### src/rtl/occ_dvfs_pkg.sv
package occ_dvfs_pkg;

    // Step request produced at a sample point
    typedef enum logic [1:0] {
        STEP_HOLD = 2'd0,
        STEP_UP   = 2'd1,
        STEP_DOWN = 2'd2
    } step_e;

    // Level controller mode
    typedef enum logic {
        MODE_IDLE   = 1'b0,
        MODE_SETTLE = 1'b1
    } mode_e;

    // Convert a duration in ns to reference clock cycles
    function automatic int ns_to_cycles(input int clk_mhz, input int dur_ns);
        return (clk_mhz * dur_ns) / 1000;
    endfunction

endpackage

### src/rtl/occ_dvfs_tick.sv
module occ_dvfs_tick #(
    parameter int PERIOD = 100
) (
    input  logic clk_i,
    input  logic rst_ni,
    output logic tick_o
);
    localparam int CNT_W = (PERIOD > 1) ? $clog2(PERIOD) : 1;
    localparam logic [CNT_W-1:0] LAST = CNT_W'(PERIOD - 1);

    typedef struct packed {
        logic [CNT_W-1:0] cnt;
    } tick_s;

    tick_s st_d, st_q;

    always_comb begin
        st_d = st_q;
        if (st_q.cnt == LAST) begin
            st_d.cnt = '0;
        end else begin
            st_d.cnt = st_q.cnt + 1'b1;
        end
    end

    always_ff @(posedge clk_i or negedge rst_ni) begin
        if (!rst_ni) begin
            st_q <= '0;
        end else begin
            st_q <= st_d;
        end
    end

    assign tick_o = (st_q.cnt == LAST);

endmodule

### src/rtl/occ_dvfs_decide.sv
module occ_dvfs_decide
    import occ_dvfs_pkg::*;
#(
    parameter int NUM_Q  = 2,
    parameter int OCC_W  = 8,
    parameter int THR_HI = 96,
    parameter int THR_LO = 32
) (
    input  logic                        sample_i,
    input  logic [NUM_Q-1:0][OCC_W-1:0] occ_i,
    output step_e                       step_o
);
    localparam logic [OCC_W-1:0] HI_V = OCC_W'(THR_HI);
    localparam logic [OCC_W-1:0] LO_V = OCC_W'(THR_LO);

    logic [NUM_Q-1:0] over_hi;
    logic [NUM_Q-1:0] under_lo;

    for (genvar q = 0; q < NUM_Q; q++) begin : g_cmp
        assign over_hi[q]  = (occ_i[q] > HI_V);
        assign under_lo[q] = (occ_i[q] < LO_V);
    end

    always_comb begin
        step_o = STEP_HOLD;
        if (sample_i) begin
            if (&over_hi) begin
                step_o = STEP_UP;
            end else if (&under_lo) begin
                step_o = STEP_DOWN;
            end
        end
    end

endmodule

### src/rtl/occ_dvfs_level.sv
module occ_dvfs_level
    import occ_dvfs_pkg::*;
#(
    parameter int NUM_LEVELS  = 6,
    parameter int RESET_LEVEL = 5,
    parameter int SETTLE_CYC  = 10
) (
    input  logic                          clk_i,
    input  logic                          rst_ni,
    input  step_e                         step_i,
    output logic [$clog2(NUM_LEVELS)-1:0] level_o,
    output logic                          busy_o
);
    localparam int LVL_W = $clog2(NUM_LEVELS);
    localparam int SET_W = (SETTLE_CYC > 1) ? $clog2(SETTLE_CYC) : 1;
    localparam logic [LVL_W-1:0] TOP_LVL   = LVL_W'(NUM_LEVELS - 1);
    localparam logic [LVL_W-1:0] RST_LVL   = LVL_W'(RESET_LEVEL);
    localparam logic [SET_W-1:0] SET_START = SET_W'(SETTLE_CYC - 1);

    typedef struct packed {
        mode_e             mode;
        logic [LVL_W-1:0]  level;
        logic [SET_W-1:0]  settle;
    } lvl_s;

    lvl_s st_d, st_q;

    always_comb begin
        st_d = st_q;
        unique case (st_q.mode)
            MODE_IDLE: begin
                if (step_i == STEP_UP && st_q.level != TOP_LVL) begin
                    st_d.level  = st_q.level + 1'b1;
                    st_d.mode   = MODE_SETTLE;
                    st_d.settle = SET_START;
                end else if (step_i == STEP_DOWN && st_q.level != '0) begin
                    st_d.level  = st_q.level - 1'b1;
                    st_d.mode   = MODE_SETTLE;
                    st_d.settle = SET_START;
                end
            end
            MODE_SETTLE: begin
                if (st_q.settle == '0) begin
                    st_d.mode = MODE_IDLE;
                end else begin
                    st_d.settle = st_q.settle - 1'b1;
                end
            end
            default: st_d.mode = MODE_IDLE;
        endcase
    end

    always_ff @(posedge clk_i or negedge rst_ni) begin
        if (!rst_ni) begin
            st_q.mode   <= MODE_IDLE;
            st_q.level  <= RST_LVL;
            st_q.settle <= '0;
        end else begin
            st_q <= st_d;
        end
    end

    assign level_o = st_q.level;
    assign busy_o  = (st_q.mode == MODE_SETTLE);

endmodule

### src/rtl/occ_dvfs_ctrl.sv
module occ_dvfs_ctrl
    import occ_dvfs_pkg::*;
#(
    parameter int QUEUE_DEPTH = 128,
    parameter int NUM_LEVELS  = 6,
    parameter int RESET_LEVEL = NUM_LEVELS - 1,
    parameter int REF_CLK_MHZ = 100,
    parameter int SAMPLE_NS   = 1000,
    parameter int SETTLE_NS   = 100,
    parameter int THR_HI      = 96,
    parameter int THR_LO      = 32
) (
    input  logic                                 clk_i,
    input  logic                                 rst_ni,
    input  logic [$clog2(QUEUE_DEPTH+1)-1:0]     boq_occ_i,
    input  logic [$clog2(QUEUE_DEPTH+1)-1:0]     lvq_occ_i,
    output logic [$clog2(NUM_LEVELS)-1:0]        level_o,
    output logic                                 busy_o
);
    localparam int OCC_W      = $clog2(QUEUE_DEPTH + 1);
    localparam int NUM_Q      = 2;
    localparam int SAMPLE_CYC = ns_to_cycles(REF_CLK_MHZ, SAMPLE_NS);
    localparam int SETTLE_CYC = ns_to_cycles(REF_CLK_MHZ, SETTLE_NS);

    logic                        sample;
    logic [NUM_Q-1:0][OCC_W-1:0] occ;
    step_e                       step;

    assign occ[0] = boq_occ_i;
    assign occ[1] = lvq_occ_i;

    occ_dvfs_tick #(
        .PERIOD (SAMPLE_CYC)
    ) u_tick (
        .clk_i  (clk_i),
        .rst_ni (rst_ni),
        .tick_o (sample)
    );

    occ_dvfs_decide #(
        .NUM_Q  (NUM_Q),
        .OCC_W  (OCC_W),
        .THR_HI (THR_HI),
        .THR_LO (THR_LO)
    ) u_decide (
        .sample_i (sample),
        .occ_i    (occ),
        .step_o   (step)
    );

    occ_dvfs_level #(
        .NUM_LEVELS  (NUM_LEVELS),
        .RESET_LEVEL (RESET_LEVEL),
        .SETTLE_CYC  (SETTLE_CYC)
    ) u_level (
        .clk_i   (clk_i),
        .rst_ni  (rst_ni),
        .step_i  (step),
        .level_o (level_o),
        .busy_o  (busy_o)
    );

endmodule

### config.mk
export PLATFORM = sky130hd
export DESIGN_NAME = occ_dvfs_ctrl
export DESIGN_NICKNAME = d
export VERILOG_FILES = /design/src/rtl/occ_dvfs_pkg.sv /design/src/rtl/occ_dvfs_tick.sv /design/src/rtl/occ_dvfs_decide.sv /design/src/rtl/occ_dvfs_level.sv /design/src/rtl/occ_dvfs_ctrl.sv
export SDC_FILE = /design/constraint.sdc
export NUM_CORES = 1
export LEC_CHECK = 0
export ABC_AREA = 1
export BUFFER_PORTS_ARGS = -buffer_cell sky130_fd_sc_hd__buf_2
export CORE_MARGIN = 5
export CORE_UTILIZATION = 50
export CTS_BUF_LIST = sky130_fd_sc_hd__clkbuf_8
export DETAILED_ROUTE_END_ITERATION = 6
export GPL_TIMING_DRIVEN = 0
export PLACE_DENSITY = 0.74
export RECOVER_POWER = 50
export SYNTH_ARGS = -nofsm -noshare
export SYNTH_HDL_FRONTEND = slang
export SYNTH_SLANG_ARGS = --single-unit
### constraint.sdc
create_clock -name clk_i -period 1.9 [get_ports clk_i]
set_clock_uncertainty 0.1 [all_clocks]
set_input_delay 0.57 -clock clk_i [delete_from_list [all_inputs] [get_ports clk_i]]
set_output_delay 0.57 -clock clk_i [all_outputs]
set_load 0.01 [all_outputs]
# Word level (Yosys, flattened, before mapping)

Cells that the tools add are included.

Output and inout bits: 4
Bits in read-only memories: 0
Memories kept: 0
Register bits after elaboration: 15
Logic and storage cells: 38
Latch bits: 0
Input port bits: 18
Memory bits (writable): 0

Reduce and logical (&&, ||, !) cells: 9
Bitwise gates (word level): 1
Multiply operators: 0
$lt $le $gt $ge: 4
Divide/modulo/power cells: 0
$add $sub $neg: 4
Equal/unequal tests: 6
Multiplexer cells: 10
Shifts and indexed selects: 0

Operator list:

| operator              | count |
|---|---|
| $gt A8 B7 Y1 const B  | 2 |
| $lt A8 B6 Y1 const B  | 2 |
| $mux W8               | 2 |
| $pmux W4 S2           | 1 |
| $reduce_and A2 Y1     | 4 |
| $add A7 B1 Y7 const B | 1 |
| $eq A7 B7 Y1 const B  | 1 |
| $mux W7               | 1 |
| $mux W2               | 3 |
| $logic_not A4 Y1      | 1 |
| $mux W4               | 1 |
| $sub A4 B1 Y4 const B | 1 |
| $add A3 B1 Y3 const B | 1 |
| $ne A3 B1 Y1 const B  | 1 |
| $ne A3 B3 Y1 const B  | 1 |
| $reduce_bool A3 Y1    | 1 |
| $sub A3 B1 Y3 const B | 1 |
| $eq A2 B1 Y1 const B  | 1 |
| $eq A2 B2 Y1 const B  | 1 |
| $logic_and A1 B1 Y1   | 2 |
| $ne A2 B2 Y1 const B  | 1 |
| $pmux W1 S2           | 1 |
| $reduce_bool A2 Y1    | 1 |
| $mux W1               | 1 |
| $not A1 Y1            | 1 |

# Logic depth before layout (Yosys ltp)

Gate-level depths: netlist (run 1).

Word-level depth: 10
Depth in mapped cells: 10
Gate-level depth less buffers: 10

# By module

From an unflattened synthesis (run 1), not the netlist that was laid out.

Cell total of the unflattened synthesis: 153
Area total of the unflattened synthesis: 1089.8 um2

By module, submodules not included:

| module          | times used | seq. area each (um2) | area an instance (um2) | cells an instance |
|---|---|---|---|---|
| occ_dvfs_level  | 1          | 202.7                | 581.8                  | 77 |
| occ_dvfs_tick   | 1          | 175.2                | 361.6                  | 42 |
| occ_dvfs_decide | 1          | 0.0                  | 146.4                  | 34 |

# Worst setup path before layout (run 1)

Ideal clock, no wire load.

Path type: register to register
Start point: register u_level.st_q, in the netlist u_level.level_o[0]
End point: register u_level.st_q, in the netlist u_level.level_o[1]
Data required time: 1.735 ns
Setup slack: 0.388 ns
Cell stages (with the launch flop): 9
Arrival time: 1.347 ns
Clock period less this slack: 1.512 ns
Setup time: 0.065 ns
Buffers on the path: 0
Path through: dfstp_2 > inv_1 > ha_1 > nand2_1 > nand3_4 > or2_1 > nand2_1 > nand2_1 > nand2_1

Cells in the longest elaborated chain, start to end: 4
Elaborated cells on any way between the ends: 10
Those cells by class: 2 x add/sub; 1 x eq/ne; 2 x mux; 5 x reduce/logical

Ends and longest elaborated chain:

| item                                                  | RTL line             | text |
|---|---|---|
| start, declared                                       | occ_dvfs_level.sv:26 | `lvl_s st_d, st_q;` |
| start signal, assigned                                | occ_dvfs_level.sv:59 | `st_q <= st_d;` |
| branches (longest 4 deep; another with $sub A3 B1 Y3) | -                    |  |

Parallel ways; which one is timed is not known. The select of a mux whose other input is x is not followed.
A chain may end at the register's enable or synchronous reset.

# Worst setup path in the final report (run 1)

Start point: register u_level.st_q, in the netlist u_level.level_o[2]
End point: output port level_o[2]

RTL lines:

| item          | RTL line            | text |
|---|---|---|
| end, declared | occ_dvfs_ctrl.sv:17 | `output logic [$clog2(NUM_LEVELS)-1:0] level_o,` |

No word-level cell between the ends.

==> results of run 1 <==
[path summary, 6_finish.rpt]
path | start | endpoint | slack (ps) | cells after the start
setup / recovery | u_level.level_o[2]$_DFFE_PN1P_ | level_o[2] | 140 | 2
hold / removal | rst_ni | u_tick.st_q[3]$_DFF_PN0_ | 270 | 1
setup reg to reg | u_tick.st_q[0]$_DFF_PN0_ | u_level.level_o[1]$_DFFE_PN0P_ | 210 | 10
hold reg to reg | u_level.st_q[1]$_DFFE_PN0P_ | u_level.st_q[1]$_DFFE_PN0P_ | 370 | 2
max in group asynchronous | rst_ni | u_level.level_o[1]$_DFFE_PN0P_ | 930 | 1
min in group clk_i | u_level.st_q[1]$_DFFE_PN0P_ | u_level.st_q[1]$_DFFE_PN0P_ | 370 | 2
[power by group]
group          switching [mW]  total, mW  internal (mW)
registers                   0      0.320          0.320
clock network           0.114      0.260          0.145
logic                  0.0204     0.0378         0.0174
[cells in the mapped netlist, types with 2 or more instances]
cell / number
a21oi_1: 3
buf_4: 3
dfrtp_1: 13
dfstp_2: 2
ha_1: 6
inv_1: 26
nand2_1: 35
nand2_2: 2
nand3_1: 6
nand3_2: 2
nand4_1: 5
nor2_1: 20
nor2_2: 2
nor3_1: 2
xor2_1: 5
[cell families after synthesis]
kind of cell / count (synthesis)
adder cells (fa/ha/maj): 6
XOR/XNOR: 5
flip-flops: 15
buffers and inverters: 29
AND/OR/NAND/NOR: 80
AO/OA/AOI/OAI: 4
[cell type report]
cell class / count / area share
multi-input cells: 95 / 0.4329
flip-flops and latches: 15 / 0.3143
repair buffers: 21 / 0.08637
inverters: 26 / 0.08117
clock buffers: 3 / 0.03434
well taps: 27 / 0.02810
plain buffers: 3 / 0.01873
clock inverters: 1 / 0.004162
[sequential cells by signal, indices dropped and copies added (netlist names)]
register         cells
u_level.busy_o       1
u_tick.st_q          7
u_level.level_o      3
u_level.st_q         4
[metal layers]
layer / share of wire / track usage
met4: 0.0094 / 0.04858
met3: 0.032 / 0.04826
met1: 0.42 / 0.1608
met2: 0.54 / 0.3091
met5: 0 / 0
==> results.yml, run 1 <==
setup_path:
  critPathMaxStageDelay_ps: 600
  worstSetupPathType: "flop to output pin"
  crit_arrival_ps: 1090
  crit_required_ps: 1230
  cp_num_buf_inv: 2
  cp-start-kind: "flop"
  cp_slowest_cell: "dfstp_2"
  end_kind: "output pin"
  worstPathMaxFanout: 6
  worstPathCellList: "buf_4 > buf_2"
  crit_family: "flip-flops"
final_layout:
  layout_common_cells: "35 x nand2_1, 26 x inv_1, 20 x nor2_1, 20 x buf_2, 13 x dfrtp_1"
  fin_nets: 189
  layout_commonest_cell: "nand2_1"
  post-route-util: 0.6192
  drive_gt1_frac: 0.2378
  seqCellArea_um2: 377.9
  multi_input_area_um2: 520.5
  syn_to_final_growth_pct: 18.06
  fin_area_um2: 1202
  nFillCells: 200
  antenna_cells: 0
  instances_no_fill: 191
synth:
  ys_ff_latch: 15
  synthArstFlopShare: 1.000
  synthSimpleGateAreaFrac: 0.3710
  synth_mux_area_frac: 0
  yosysWarnings: 0
  synthAdderAreaFrac: 0.07371
  seq_area_frac_synth: 0.3710
  synth_compound_area_frac: 0.02334
  yosysTopAreaCellShare: 0.3194
  synth_cell_type_count: 22
  synth_top_family_by_area: "simple AND/OR/NAND/NOR gates"
  avgSynthCellArea_um2: 7.327
  synth_area_leaders: "dfrtp_1 32%, nand2_1 13%, inv_1 9.6%"
  synth_edf_count: 0
  synth_top_cell_by_area: "dfrtp_1"
  synth_area_um2: 1018
  synth_fp_nets: 163
  synthFlopType: "dfrtp_1"
  synthXorXnorAreaFrac: 0.04300
  syn_inst: 139
global_route:
  grt_pass1_wl_mm: 3.367
  track_usage: 0.1596
  grt_start_max_net_pins: 16
  antenna_found_initial: 0
  grt_pass1_vias: 837
  grt_overflow: 0
sta:
  min_period_ps: 1757
  finalHoldViolations: 0
  hold_ws_ps: 274.8
  tns_ps: 0
  period_share: 0.9248
  rsz0062_at_grt: "no"
  setup_viol: 0
  worst_slew_pin_slew_ps: 797.2
  final_max_slew_viol_count: 0
  clock.fmax_mhz: 569.1
  layout_setup_ws_ps: 142.8
  relSlewSlack: 0.4686
worst_hold_path:
  holdCritPathClass: "input pin to asynchronous set/reset pin"
floorplan:
  die_w_um: 55.13
  die-area_um2: 3039
  die_h_um: 55.13
  rows: 16
  boundaryPins: 22
  start_util: 0.5245
  core_area_um2: 1942
drt:
  routedWlPerCell_um: 10.59
  drtIter0Drc: 9
  num_vias: 865
  routed_wl_mm: 2.023
  drtAntennaViolNets: 0
  drtPass1Iterations: 5
  via_per_inst: 4.529
  drc: 0
clocking:
  clkTransAtPathRegs_ps: 60
  cts_buffers: 3
  clockBufferDepth: 2
  cts_hold_buf: 0
  htreeDepth: 1
  insertion_delay_ps: 250
  cts_tree: "done"
  cts_setup_buffers: 0
  cts.sinks: 15
  ctsResizeCount: 0
  cts_root_buf: "clkbuf_8"
status:
  status: "completed"
placed_design:
  dpl_cell_area_um2: 1157
  place_congestion: 0.8080
  dp_cells: 187
  port_buffers: 21
  dp_hpwl_mm: 1.639
  dp_slack_ps: 156.2
pwr:
  p_total_mw: 0.6172
  powerDensity_nw_per_um2: 513.3
  leakage_nw: 0.6927
  ir_worst_vdd_mv: 0.5177
flow_run:
  drv_cap: 0
(Power assumes the default switching activity.)
==> run 2: changes to the inputs <==
Settings changed: ABC_AREA 1 to not set, PLACE_DENSITY 0.74 to 0.75.
==> run 2 against run 1 <==
Effect of this change:
- critical path type is now input pin to flop
- setup slack worse by 240 ps
- sequential power hardly changed
- combinational power is 15% higher
- routed wire length is 0.35% lower
- fmax is 12% lower
- critical endpoint is now u_level.level_o[1]$_DFFE_PN0P_
- the run now ends with negative setup slack left
- area after synthesis is 7.1% lower
- hold slack better by 1.8 ps
- via count is 3.7% lower
- power is 1.4% higher
==> results.yml, run 2 <==
synth:
  synth_cell_type_count: 30
  synthFlopType: "dfrtp_1"
  synth_area_leaders: "dfrtp_1 34%, ha_1 7.9%, xnor2_1 6.5%"
  syn_inst: 98
  avgSynthCellArea_um2: 9.652
  synth_edf_count: 0
  yosysTopAreaCellShare: 0.3439
  synth_top_cell_by_area: "dfrtp_1"
  synth_area_um2: 945.9
  synth_fp_nets: 122
  ys_ff_latch: 15
  yosys-top-cells-count: "13 x dfrtp_1, 10 x nor2_1, 8 x inv_1"
  seq_area_frac_synth: 0.3995
  synthArstFlopShare: 1.000
  yosys.cell_count.top_type: "dfrtp_1"
  yosysWarnings: 0
clocking:
  clkTransAtPathRegs_ps: 70
  htreeDepth: 1
  cts_buffers: 3
  clockBufferDepth: 2
  cts_root_buf: "clkbuf_8"
  insertion_delay_ps: 250
  cts.sinks: 15
  cts_tree: "done"
floorplan:
  die_w_um: 53.50
  rows: 15
  die_h_um: 53.50
  boundaryPins: 22
  start_util: 0.5362
  die-area_um2: 2862
  core_area_um2: 1764
drt:
  drtIter0Drc: 22
  drc: 0
  via_per_inst: 5.517
  routedWlPerCell_um: 13.35
  drtPass1Iterations: 4
  num_vias: 833
  drtAntennaViolNets: 0
  routed_wl_mm: 2.016
final_layout:
  antenna_cells: 0
  fin_nets: 151
  drive_gt1_frac: 0.3651
  layout_common_cells: "18 x buf_2, 13 x dfrtp_1, 10 x nor2_1"
  fin_area_um2: 1222
  largest_reg_flops: 7
  layout_commonest_cell: "buf_2"
  syn_to_final_growth_pct: 29.23
  largest-register: "u_tick.st_q"
global_route:
  grt_pass1_wl_mm: 3.360
  grt_start_max_net_pins: 16
  grt_overflow: 0
  antenna_found_initial: 0
  grt_pass1_vias: 826
  track_usage: 0.1597
placed_design:
  place_congestion: 0.7754
  port_buffers: 21
  dpl_cell_area_um2: 1082
  dp_hpwl_mm: 1.480
setup_path:
  crit_required_ps: 1930
  timing.rr.start: "u_level.level_o[0]$_DFFE_PN1P_"
  end_kind: "flop"
  r2r-end: "u_level.level_o[1]$_DFFE_PN0P_"
  r2r_setup_slack_ps: -60
  worstPathMaxFanout: 3
  crit_arrival_ps: 2020
  r2r_cells: 6
  cp-start-kind: "input pin"
  worstSetupPathType: "input pin to flop"
status:
  failed_checks: "negative setup slack"
  status: "finished with violations"
sta:
  setup_viol: 4
  hold_ws_ps: 276.6
  layout_setup_ws_ps: -98.82
  min_period_ps: 1999
  rsz0062_at_grt: "yes"
  period_share: 1.052
  finalHoldViolations: 0
  final_max_slew_viol_count: 0
  worst_slew_pin_slew_ps: 799.4
  clock.fmax_mhz: 500.3
  relSlewSlack: 0.4670
pwr:
  leakage_nw: 0.5434
  ir_worst_vdd_mv: 0.3427
  powerDensity_nw_per_um2: 512.1
  p_total_mw: 0.6260
flow_run:
  drv_cap: 0
worst_hold_path:
  holdCritPathClass: "input pin to asynchronous set/reset pin"
[run 2: power by group]
part           switching (mW)  internal (mW)  leakage [nW]  total (mW)
registers                   0          0.320         0.183       0.320
clock network           0.116          0.147        0.0217       0.263
logic                  0.0232         0.0202         0.339      0.0434
total                   0.139          0.487         0.543       0.626
[run 2: layout make-up]
cell class	instances	area (um2)
plain buffers	3	22.52
clock buffers	3	41.29
clock inverters	1	7.507
fillers	149	541.8
inverters	8	30.03
multi-input cells	71	558.0
flip-flops and latches	15	377.9
well taps	25	31.28
repair buffers	25	153.9
[run 2: repair_timing]
action / in CTS / in global routing
pin swaps: 3 / 5
hold endpoints to repair: 0 / 0
setup buffers: 3 / 1
gates resized for setup: 5 / 10
setup endpoints to repair: 8 / 8
hold buffers: 0 / 0
[run 2: worst max-delay path: stages]
cell and delay, ps:
buf_6 100, or4_4 540, a2111oi_4 230, and2_4 220, o221ai_2 90, a311o_1 270
[run 2: per-stage QoR]
stage | worst slack [ps] | cells | setup TNS [ps] | util
2_1_floorplan | -227.5 | 98 | -313.3 | -
3_3_place_gp | -422.4 | 144 | -1861 | 0.6135
3_5_place_dp | -459.3 | 144 | -2123 | 0.6135
4_1_cts | -99.72 | 150 | -184.0 | 0.6624
5_1_grt | -138.3 | 151 | -672.2 | 0.6929
6_report | -98.82 | 151 | -204.6 | 0.6929
[run 2: routing by layer]
metal,global-route usage,part of all wire
met2,0.2776,0.49
met1,0.2017,0.43
met5,0,0
met4,0.06383,0.018
met3,0.01127,0.061
[run 2: worst max path at each step]
stage	slack, ps	cells after the start	startpoint	end
6_report	-100	6	boq_occ_i[7]	u_level.level_o[1]$_DFFE_PN0P_
5_1_grt	-140	6	boq_occ_i[7]	u_level.level_o[1]$_DFFE_PN0P_
4_1_cts	-100	6	boq_occ_i[7]	u_level.level_o[1]$_DFFE_PN0P_
3_5_place_dp	-460	6	lvq_occ_i[6]	u_level.level_o[1]$_DFFE_PN0P_
3_3_place_gp	-420	6	lvq_occ_i[6]	u_level.level_o[1]$_DFFE_PN0P_
2_1_floorplan	-230	5	lvq_occ_i[6]	u_level.level_o[1]$_DFFE_PN0P_
[run 2: cell families (layout without fill, tap and decap cells)]
group	count (synthesis)	in the layout	synth area share
AND/OR/NAND/NOR	34	34	0.1958
buffers and inverters	12	40	0.06084
adder cells (fa/ha/maj)	6	6	0.07936
XOR/XNOR	8	8	0.07408
flip-flops	15	15	0.3995
AO/OA/AOI/OAI	23	23	0.1905
